File: config.mk
export PLATFORM = sky130hd
export DESIGN_NAME = bsp_guard
export DESIGN_NICKNAME = d
export VERILOG_FILES = /design/src/rtl/bsp_pkg.sv /design/src/rtl/bsp_sector_map.sv /design/src/rtl/bsp_lock_reg.sv /design/src/rtl/bsp_scope_eval.sv /design/src/rtl/bsp_id_status.sv /design/src/rtl/bsp_guard.sv
export SDC_FILE = /design/constraint.sdc
export NUM_CORES = 1
export LEC_CHECK = 0
export CORE_MARGIN = 1.5
export CORE_UTILIZATION = 26
export CTS_BUF_LIST = sky130_fd_sc_hd__clkbuf_16
export CTS_CLUSTER_DIAMETER = 200
export DETAILED_ROUTE_END_ITERATION = 16
export PLACE_DENSITY_LB_ADDON = 0.2
export SLEW_MARGIN = 20
export SYNTH_ARGS = -nofsm -noshare
export SYNTH_HDL_FRONTEND = slang
export SYNTH_SLANG_ARGS = --single-unit
File: constraint.sdc
create_clock -name clk -period 1.2 [get_ports clk]
set_input_delay 0.12 -clock clk [delete_from_list [all_inputs] [get_ports clk]]
set_output_delay 0.12 -clock clk [all_outputs]
set_load 0.005 [all_outputs]
File: src/rtl/bsp_pkg.sv
package bsp_pkg;

    localparam int NSEC = 5;

    typedef enum logic [2:0] {
        SEC_BOOT  = 3'd0,
        SEC_PAR1  = 3'd1,
        SEC_PAR2  = 3'd2,
        SEC_MAIN1 = 3'd3,
        SEC_MAIN2 = 3'd4
    } sector_e;

    typedef enum logic [1:0] {
        REQ_PROG  = 2'd0,
        REQ_SECT  = 2'd1,
        REQ_CHIP  = 2'd2,
        REQ_RSVD  = 2'd3
    } req_kind_e;

    typedef logic [NSEC-1:0] sec_mask_t;

    typedef struct packed {
        logic      grant;
        logic      reject;
        logic      noop;
        sec_mask_t mask;
    } verdict_t;

    localparam sec_mask_t MASK_ALL = '1;

    function automatic sec_mask_t sec_bit(input sector_e s);
        sec_mask_t m;
        m = '0;
        m[s] = 1'b1;
        return m;
    endfunction

    // erase of the first main sector drags both parameter sectors along
    function automatic sec_mask_t main1_bundle();
        return sec_bit(SEC_PAR1) | sec_bit(SEC_PAR2) | sec_bit(SEC_MAIN1);
    endfunction

    function automatic sec_mask_t chip_scope(input logic boot_guarded);
        return boot_guarded ? (MASK_ALL & ~sec_bit(SEC_BOOT)) : MASK_ALL;
    endfunction

endpackage

File: src/rtl/bsp_sector_map.sv
module bsp_sector_map
    import bsp_pkg::*;
#(
    parameter int ADDR_W   = 18,
    parameter bit TOP_BOOT = 1'b0
) (
    input  logic [ADDR_W-1:0] addr,
    output sector_e           sector
);
    localparam int unsigned SPACE   = 32'd1 << ADDR_W;
    localparam int unsigned BOOT_SZ = SPACE / 16;
    localparam int unsigned PAR_SZ  = SPACE / 32;
    localparam int unsigned HALF    = SPACE / 2;

    logic [31:0] a32;
    assign a32 = 32'(addr);

    generate
        if (TOP_BOOT) begin : g_top
            localparam int unsigned BOOT_LO = SPACE - BOOT_SZ;
            localparam int unsigned P1_LO   = BOOT_LO - PAR_SZ;
            localparam int unsigned P2_LO   = P1_LO - PAR_SZ;
            always_comb begin
                if (a32 >= BOOT_LO)      sector = SEC_BOOT;
                else if (a32 >= P1_LO)   sector = SEC_PAR1;
                else if (a32 >= P2_LO)   sector = SEC_PAR2;
                else if (a32 >= HALF)    sector = SEC_MAIN1;
                else                     sector = SEC_MAIN2;
            end
        end else begin : g_bottom
            localparam int unsigned P1_LO = BOOT_SZ;
            localparam int unsigned P2_LO = P1_LO + PAR_SZ;
            localparam int unsigned M1_LO = P2_LO + PAR_SZ;
            always_comb begin
                if (a32 < P1_LO)         sector = SEC_BOOT;
                else if (a32 < P2_LO)    sector = SEC_PAR1;
                else if (a32 < M1_LO)    sector = SEC_PAR2;
                else if (a32 < HALF)     sector = SEC_MAIN1;
                else                     sector = SEC_MAIN2;
            end
        end
    endgenerate

endmodule

File: src/rtl/bsp_lock_reg.sv
module bsp_lock_reg #(
    parameter bit LOCK_INIT = 1'b0
) (
    input  logic clk,
    input  logic por,
    input  logic set_strobe,
    output logic locked
);
    // Sticky: only the power-on reset brings it back to the initial value.
    always_ff @(posedge clk) begin
        if (por)
            locked <= LOCK_INIT;
        else if (set_strobe)
            locked <= 1'b1;
    end

endmodule

File: src/rtl/bsp_scope_eval.sv
module bsp_scope_eval
    import bsp_pkg::*;
(
    input  logic [1:0] kind,
    input  sector_e    sector,
    input  logic       locked,
    input  logic       hv_override,
    output verdict_t   verdict
);
    logic      guarded;
    req_kind_e k;

    assign guarded = locked & ~hv_override;
    assign k       = req_kind_e'(kind);

    always_comb begin
        verdict = '0;
        unique case (k)
            REQ_PROG: begin
                if (sector == SEC_BOOT && guarded)
                    verdict.reject = 1'b1;
                else
                    verdict.grant = 1'b1;
            end
            REQ_SECT: begin
                if (sector == SEC_BOOT) begin
                    verdict.noop = 1'b1;
                end else if (sector == SEC_MAIN1) begin
                    verdict.grant = 1'b1;
                    verdict.mask  = main1_bundle();
                end else begin
                    verdict.grant = 1'b1;
                    verdict.mask  = sec_bit(sector);
                end
            end
            REQ_CHIP: begin
                verdict.grant = 1'b1;
                verdict.mask  = chip_scope(guarded);
            end
            default: verdict = '0;
        endcase
    end

endmodule

File: src/rtl/bsp_id_status.sv
module bsp_id_status #(
    parameter int ADDR_W   = 18,
    parameter bit TOP_BOOT = 1'b0
) (
    input  logic              clk,
    input  logic              clr,
    input  logic              id_mode,
    input  logic [ADDR_W-1:0] rd_addr,
    input  logic              locked,
    output logic              hit,
    output logic [7:0]        data
);
    localparam int unsigned SPACE   = 32'd1 << ADDR_W;
    localparam int unsigned BOOT_SZ = SPACE / 16;
    localparam int unsigned BASE    = TOP_BOOT ? (SPACE - BOOT_SZ) : 32'd0;
    localparam logic [ADDR_W-1:0] PROBE = ADDR_W'(BASE + 32'd2);

    logic probe_now;
    assign probe_now = id_mode && (rd_addr == PROBE);

    always_ff @(posedge clk) begin
        if (clr) begin
            hit  <= 1'b0;
            data <= 8'h00;
        end else begin
            hit  <= probe_now;
            data <= probe_now ? {7'b0, locked} : 8'h00;
        end
    end

endmodule

File: src/rtl/bsp_guard.sv
module bsp_guard
    import bsp_pkg::*;
#(
    parameter int ADDR_W    = 18,
    parameter bit TOP_BOOT  = 1'b0,
    parameter bit LOCK_INIT = 1'b0
) (
    input  logic              clk,
    input  logic              rst,
    input  logic              por,
    input  logic              req_valid,
    input  logic [1:0]        req_kind,
    input  logic [ADDR_W-1:0] req_addr,
    input  logic              hv_override,
    input  logic              lock_set,
    input  logic              id_mode,
    input  logic [ADDR_W-1:0] rd_addr,
    output logic              grant,
    output logic              reject,
    output logic              noop,
    output logic [4:0]        erase_mask,
    output logic              lock_state,
    output logic              status_hit,
    output logic [7:0]        status_byte
);
    sector_e  req_sector;
    verdict_t verdict_d;
    verdict_t verdict_q;
    logic     locked;
    logic     clr_out;

    assign clr_out = rst | por;

    bsp_sector_map #(
        .ADDR_W   (ADDR_W),
        .TOP_BOOT (TOP_BOOT)
    ) u_map (
        .addr   (req_addr),
        .sector (req_sector)
    );

    bsp_lock_reg #(
        .LOCK_INIT (LOCK_INIT)
    ) u_lock (
        .clk        (clk),
        .por        (por),
        .set_strobe (lock_set),
        .locked     (locked)
    );

    bsp_scope_eval u_eval (
        .kind        (req_kind),
        .sector      (req_sector),
        .locked      (locked),
        .hv_override (hv_override),
        .verdict     (verdict_d)
    );

    bsp_id_status #(
        .ADDR_W   (ADDR_W),
        .TOP_BOOT (TOP_BOOT)
    ) u_status (
        .clk     (clk),
        .clr     (clr_out),
        .id_mode (id_mode),
        .rd_addr (rd_addr),
        .locked  (locked),
        .hit     (status_hit),
        .data    (status_byte)
    );

    always_ff @(posedge clk) begin
        if (clr_out)
            verdict_q <= '0;
        else if (req_valid)
            verdict_q <= verdict_d;
        else
            verdict_q <= '0;
    end

    assign grant      = verdict_q.grant;
    assign reject     = verdict_q.reject;
    assign noop       = verdict_q.noop;
    assign erase_mask = verdict_q.mask;
    assign lock_state = locked;

endmodule

# Word level (Yosys, flattened, before mapping)
# Cells that the tools add are included.
# word_totals
regBits	18
latch_bits	0
mem_bits_rw	0
mem_bits_ro	0
in_bits	45
output_inout_bits	18
wordCells	49
n_memories	0
# classes
n_addsub	0
n_mul	0
n_div	0
order_cmp	6
n_eq_ne	4
shifts	0
muxes	15
bitwise	7
n_reduce_logical	9
# ops
op	count
$lt 18x15->1 const B	2
$eq 18x2->1 const B	1
$lt 18x16->1 const B	1
$lt 18x18->1 const B	1
$mux 3	4
$mux 5	2
$pmux 5 s2	1
$mux 1	6
$reduce_or 3->1	2
$not 1->1	5
$lt 3x4->1 const B	1
$reduce_or 2->1	2
$demux 1 s3	1
$eq 3x2->1 const B	1
$ge 3x1->1 const B	1
$logic_and 1x1->1	3
$logic_not 3->1	1
$pmux 1 s3	1
$eq 2x1->1 const B	1
$eq 2x2->1 const B	1
$logic_not 2->1	1
$and 1x1->1	1
$or 1x1->1	1

# Depth between registers and ports, before layout
# depth
word_depth	12
mapped_depth	5
mapped_depth_nobuf	5

# By module
# From an unflattened synthesis, not the netlist that was laid out.
# unflattened
cells_unflattened	70
hier_area_um2	729.4
# modules_own_cells
mod	n_inst	cells_each	area_each_um2	seq_area_each_um2
bsp_guard	1	17	266.5	160.2
bsp_id_status	1	20	203.9	40.0
bsp_scope_eval	1	25	197.7	0.0
bsp_sector_map	1	6	31.3	0.0
bsp_lock_reg	1	2	30.0	20.0

# Worst setup path before layout
# Ideal clock, no wire load.
# synth_path
path_type	in2reg
startpoint	input port req_addr[15]
endpoint	register verdict_q (netlist bit grant)
setup_ns	0.119
arrival_time_ns	0.933
required_time_ns	1.081
slack_ns	0.147
path_stages	3
n_path_buf	0
path_cell_list	or4_4 -> a211oi_2 -> nor4_1
# synth_via
elab_chain_len	9
elab_cells_between_ends	13
cone_classes	order compare: 4; mux: 7; reduce/logical: 2
# synth_rtl
element	line	text
start, declared	bsp_guard.sv:13	input logic [ADDR_W-1:0] req_addr,
$lt 18x18->1	bsp_sector_map.sv:38	else if (a32 < HALF) sector = SEC_MAIN1;
$mux 3	bsp_sector_map.sv:38	
$mux 3	bsp_sector_map.sv:37	else if (a32 < M1_LO) sector = SEC_PAR2;
$mux 3	bsp_sector_map.sv:36	else if (a32 < P2_LO) sector = SEC_PAR1;
$mux 3 (*)	bsp_sector_map.sv:35	if (a32 < P1_LO) sector = SEC_BOOT;
$logic_not 3->1 (*)	bsp_scope_eval.sv:20, bsp_scope_eval.sv:26	
$logic_and 1x1->1	bsp_scope_eval.sv:20	if (sector == SEC_BOOT && guarded)
$mux 1	bsp_scope_eval.sv:20	
$pmux 1 s3 (*)	bsp_scope_eval.sv:18	unique case (k)
end signal, assigned	bsp_guard.sv:76	verdict_q <= verdict_d;
end, declared	bsp_guard.sv:28	verdict_t verdict_q;
# Every way passes the cells marked *; elsewhere a longest branch is shown, timed or not.
# A chain may end at the register's enable or synchronous reset.

# Worst setup path in the final report
# layout_path
startpoint	register verdict_q (netlist bit erase_mask[1])
endpoint	output port erase_mask[1]
# layout_lines
element	line	text
end, declared	bsp_guard.sv:21	output logic [4:0] erase_mask,
# No word-level cell between the ends.

==> flow_summary.yaml <==
global_route:
  grt_usage: 0.115
  grt_pass1_wl_mm: 2.15
  grt_pass1_vias: 525
  grt_max_degree: 7
  grt_overflow: 0
  antenna_found_initial: 0
setup_path:
  cp_cell_sequence: "clkdlybuf4s50_1"
  worst-path-buf-inv: 1
  critPathRequiredTime_ns: 1.08
  max_stage_delay_ns: 0.49
  end_kind: "output port"
  worstPathArrival_ns: 1.04
  start_kind: "register"
  critPathSlowestCell: "clkdlybuf4s50_1"
  crit_type: "reg -> out"
  cpLargestDelayFamily: "buffers and inverters"
  critPathMaxFanout: 1
clocking:
  cts-root-buf: "clkbuf_16"
  clk_latency_ns: 0.23
  cts_tree: "done"
  cts_buffer_depth: 2
  path_clk_slew_ns: 0.04
  cts-buffers-inserted: 3
  postCtsSetupRepairBufs: 0
  cts_sinks: 11
  h-tree-depth: 1
die:
  design.core.area_um2: 1980
  rows: 16
  die_h_um: 49.1
  ios: 63
  dieArea_um2: 2410
  initial_utilization: 0.279
  die_w_um: 49.1
layout:
  fin_util: 0.568
  diodes: 0
  n_fill_cell: 180
  final_nets: 164
  area_growth_pct: 103
  drive_gt1_frac: 0.158
yosys:
  synth_area_um2: 553
  synth_warnings: 0
  yosysMostFrequentCell: "dfxtp_1"
  yosys-top-cells-area: "dfxtp_1 (40%), buf_4 (9.5%), ha_1 (9.0%), nor2_1 (6.1%), nor3_1 (4.5%)"
  synth_common_cells: "dfxtp_1 (11), nor2_1 (9), buf_4 (7)"
  async_flop_share: 0
  synth_top_area_frac: 0.398
  synthCells: 64
  ys.flop_type: "dfxtp_1"
  syn-mean-instance-area_um2: 8.64
  synth_area_leader_cell: "dfxtp_1"
  synth.distinct_cells: 19
  ys_seq_area_frac: 0.398
  synth-edff-count: 0
  ys_ff_latch: 11
pwr:
  total_power_w: 0.00115
  p_comb_frac: 0.168
  p_int_w: 0.000936
  seqPwrFrac: 0.326
  p_per_area_nw_per_um2: 1030
  ir_drop_uv: 658
  power_switching_w: 0.000218
  p_leak_nw: 0.467
  power.share.clock: 0.506
  power.share.switching: 0.189
sta:
  rsz0062_at_grt: "false"
  fin_crit_sh: 0.967
  drv_slew: 0
  setup_viol: 0
  fin_skew_ns: 0.000282
  hold_viol_final: 0
  clock.fmax_mhz: 862
  hold_slack_ns: 0.254
  period_needed_ns: 1.16
placement:
  dpl.hpwl_mm: 1.17
  place_congestion: 0.713
  portBuffers: 42
detailed_routing:
  via_count: 588
  drt_wl_total_mm: 1.44
  avgViaCountPerCell: 4.17
  drc: 0
  drtAntennaViolNets: 0
  drt_iter0_markers: 5
  dr.pass1.iters: 2
  wl_per_cell_um: 10.2
min_path:
  hold_class: "in -> reg"
flow_run:
  cap_violations: 0
outcome:
  status: "completed"
-- power by group through the flow --
| stage | clock network, W | registers, W | logic, W |
|---|---|---|---|
| detailed placement | 0 | 0.000382 | 0.000191 |
| global route | 0.000608 | 0.000376 | 0.000209 |
| floorplan | 0 | 0.000382 | 0.0000666 |
| finish | 0.000584 | 0.000376 | 0.000194 |
| global placement | 0 | 0.000382 | 0.000186 |
| CTS | 0.000595 | 0.000376 | 0.000189 |
-- flip-flops by register name, indices dropped and copies added, names as in the netlist --
signal / flops
reject: 1
noop: 1
u_status.hit: 1
erase_mask: 5
u_lock.locked: 1
grant: 1
u_status.data: 1
-- per-layer routing --
| metal | share of wire | vias up | wire length (µm) | GRT usage |
|---|---|---|---|---|
| met4 | 0.023 | 0 | 33 | 0.0952 |
| met5 | 0 | - | 0 | 0 |
| met2 | 0.51 | 20 | 728 | 0.169 |
| met1 | 0.43 | 257 | 623 | 0.146 |
| li1 | - | 307 | - | - |
| met3 | 0.038 | 4 | 54 | 0.0215 |
-- timing repair --
action | 4_1_cts | 5_1_grt
endpoints found under the setup margin | 4 | 6
pin swaps | 3 | 1
hold buffers | 0 | 0
cloned | 0 | 0
resized for setup | 5 | 10
-- path summary, 6_finish.rpt --
path                      endpoint  slack (ns)           from  cells after the start
hold / removal                noop        0.25   req_addr[15]                      3
setup / recovery     erase_mask[1]        0.04  erase_mask[1]                      1
setup reg to reg             grant        0.37  u_lock.locked                      3
hold reg to reg   u_status.data[0]        0.47  u_lock.locked                      2
-- cells by family (layout without fill, tap and decap cells) --
family	Yosys count	in the layout	synth area share
AND/OR/NAND/NOR	29	29	0.274
buffers and inverters	12	56	0.129
flip-flops	11	11	0.398
AO/OA/AOI/OAI	7	7	0.102
adder cells (fa/ha/maj)	4	4	0.0905
other	1	7	0.00678
-- cell type report --
class | count | area, µm² | area share
repair buffers | 47 | 460 | 0.409
clock inverters | 1 | 3.75 | 0.00334
flip-flops and latches | 11 | 220 | 0.196
clock buffers | 3 | 75.1 | 0.0667
multi-input cells | 47 | 313 | 0.278
inverters | 5 | 18.8 | 0.0167
well taps | 27 | 33.8 | 0.0300
-- cell usage in the layout, fill, tap and decap left out, drive strengths merged --
| cell | n |
|---|---|
| clkbuf | 3 |
| dfxtp | 11 |
| o31a | 1 |
| inv | 6 |
| dlygate4sd2 | 4 |
| nand2b | 2 |
| nor2 | 9 |
| a21o | 1 |
| a211oi | 4 |
| nand2 | 5 |
| a21oi | 1 |
| ha | 4 |
| buf | 5 |
| nor3b | 1 |
| conb | 7 |
| nor3 | 5 |
| nand4 | 1 |
| or4 | 1 |
| dlymetal6s2s | 3 |
| nor4 | 3 |
| clkdlybuf4s50 | 35 |
| nor4b | 2 |
-- through the flow --
stage                     cell area [µm²]  setup slack, ns  std cells  setup TNS [ns]
after floorplan                       576            0.147         70               0
after global placement               1010           -0.332        137           -1.67
after detailed placement             1010           -0.370        137           -1.85
after CTS                            1090         -0.00677        141         -0.0114
after global routing                 1120           0.0115        141               0
final                                1120           0.0394        141               0
Note: power is estimated with default switching activity, not from simulation.
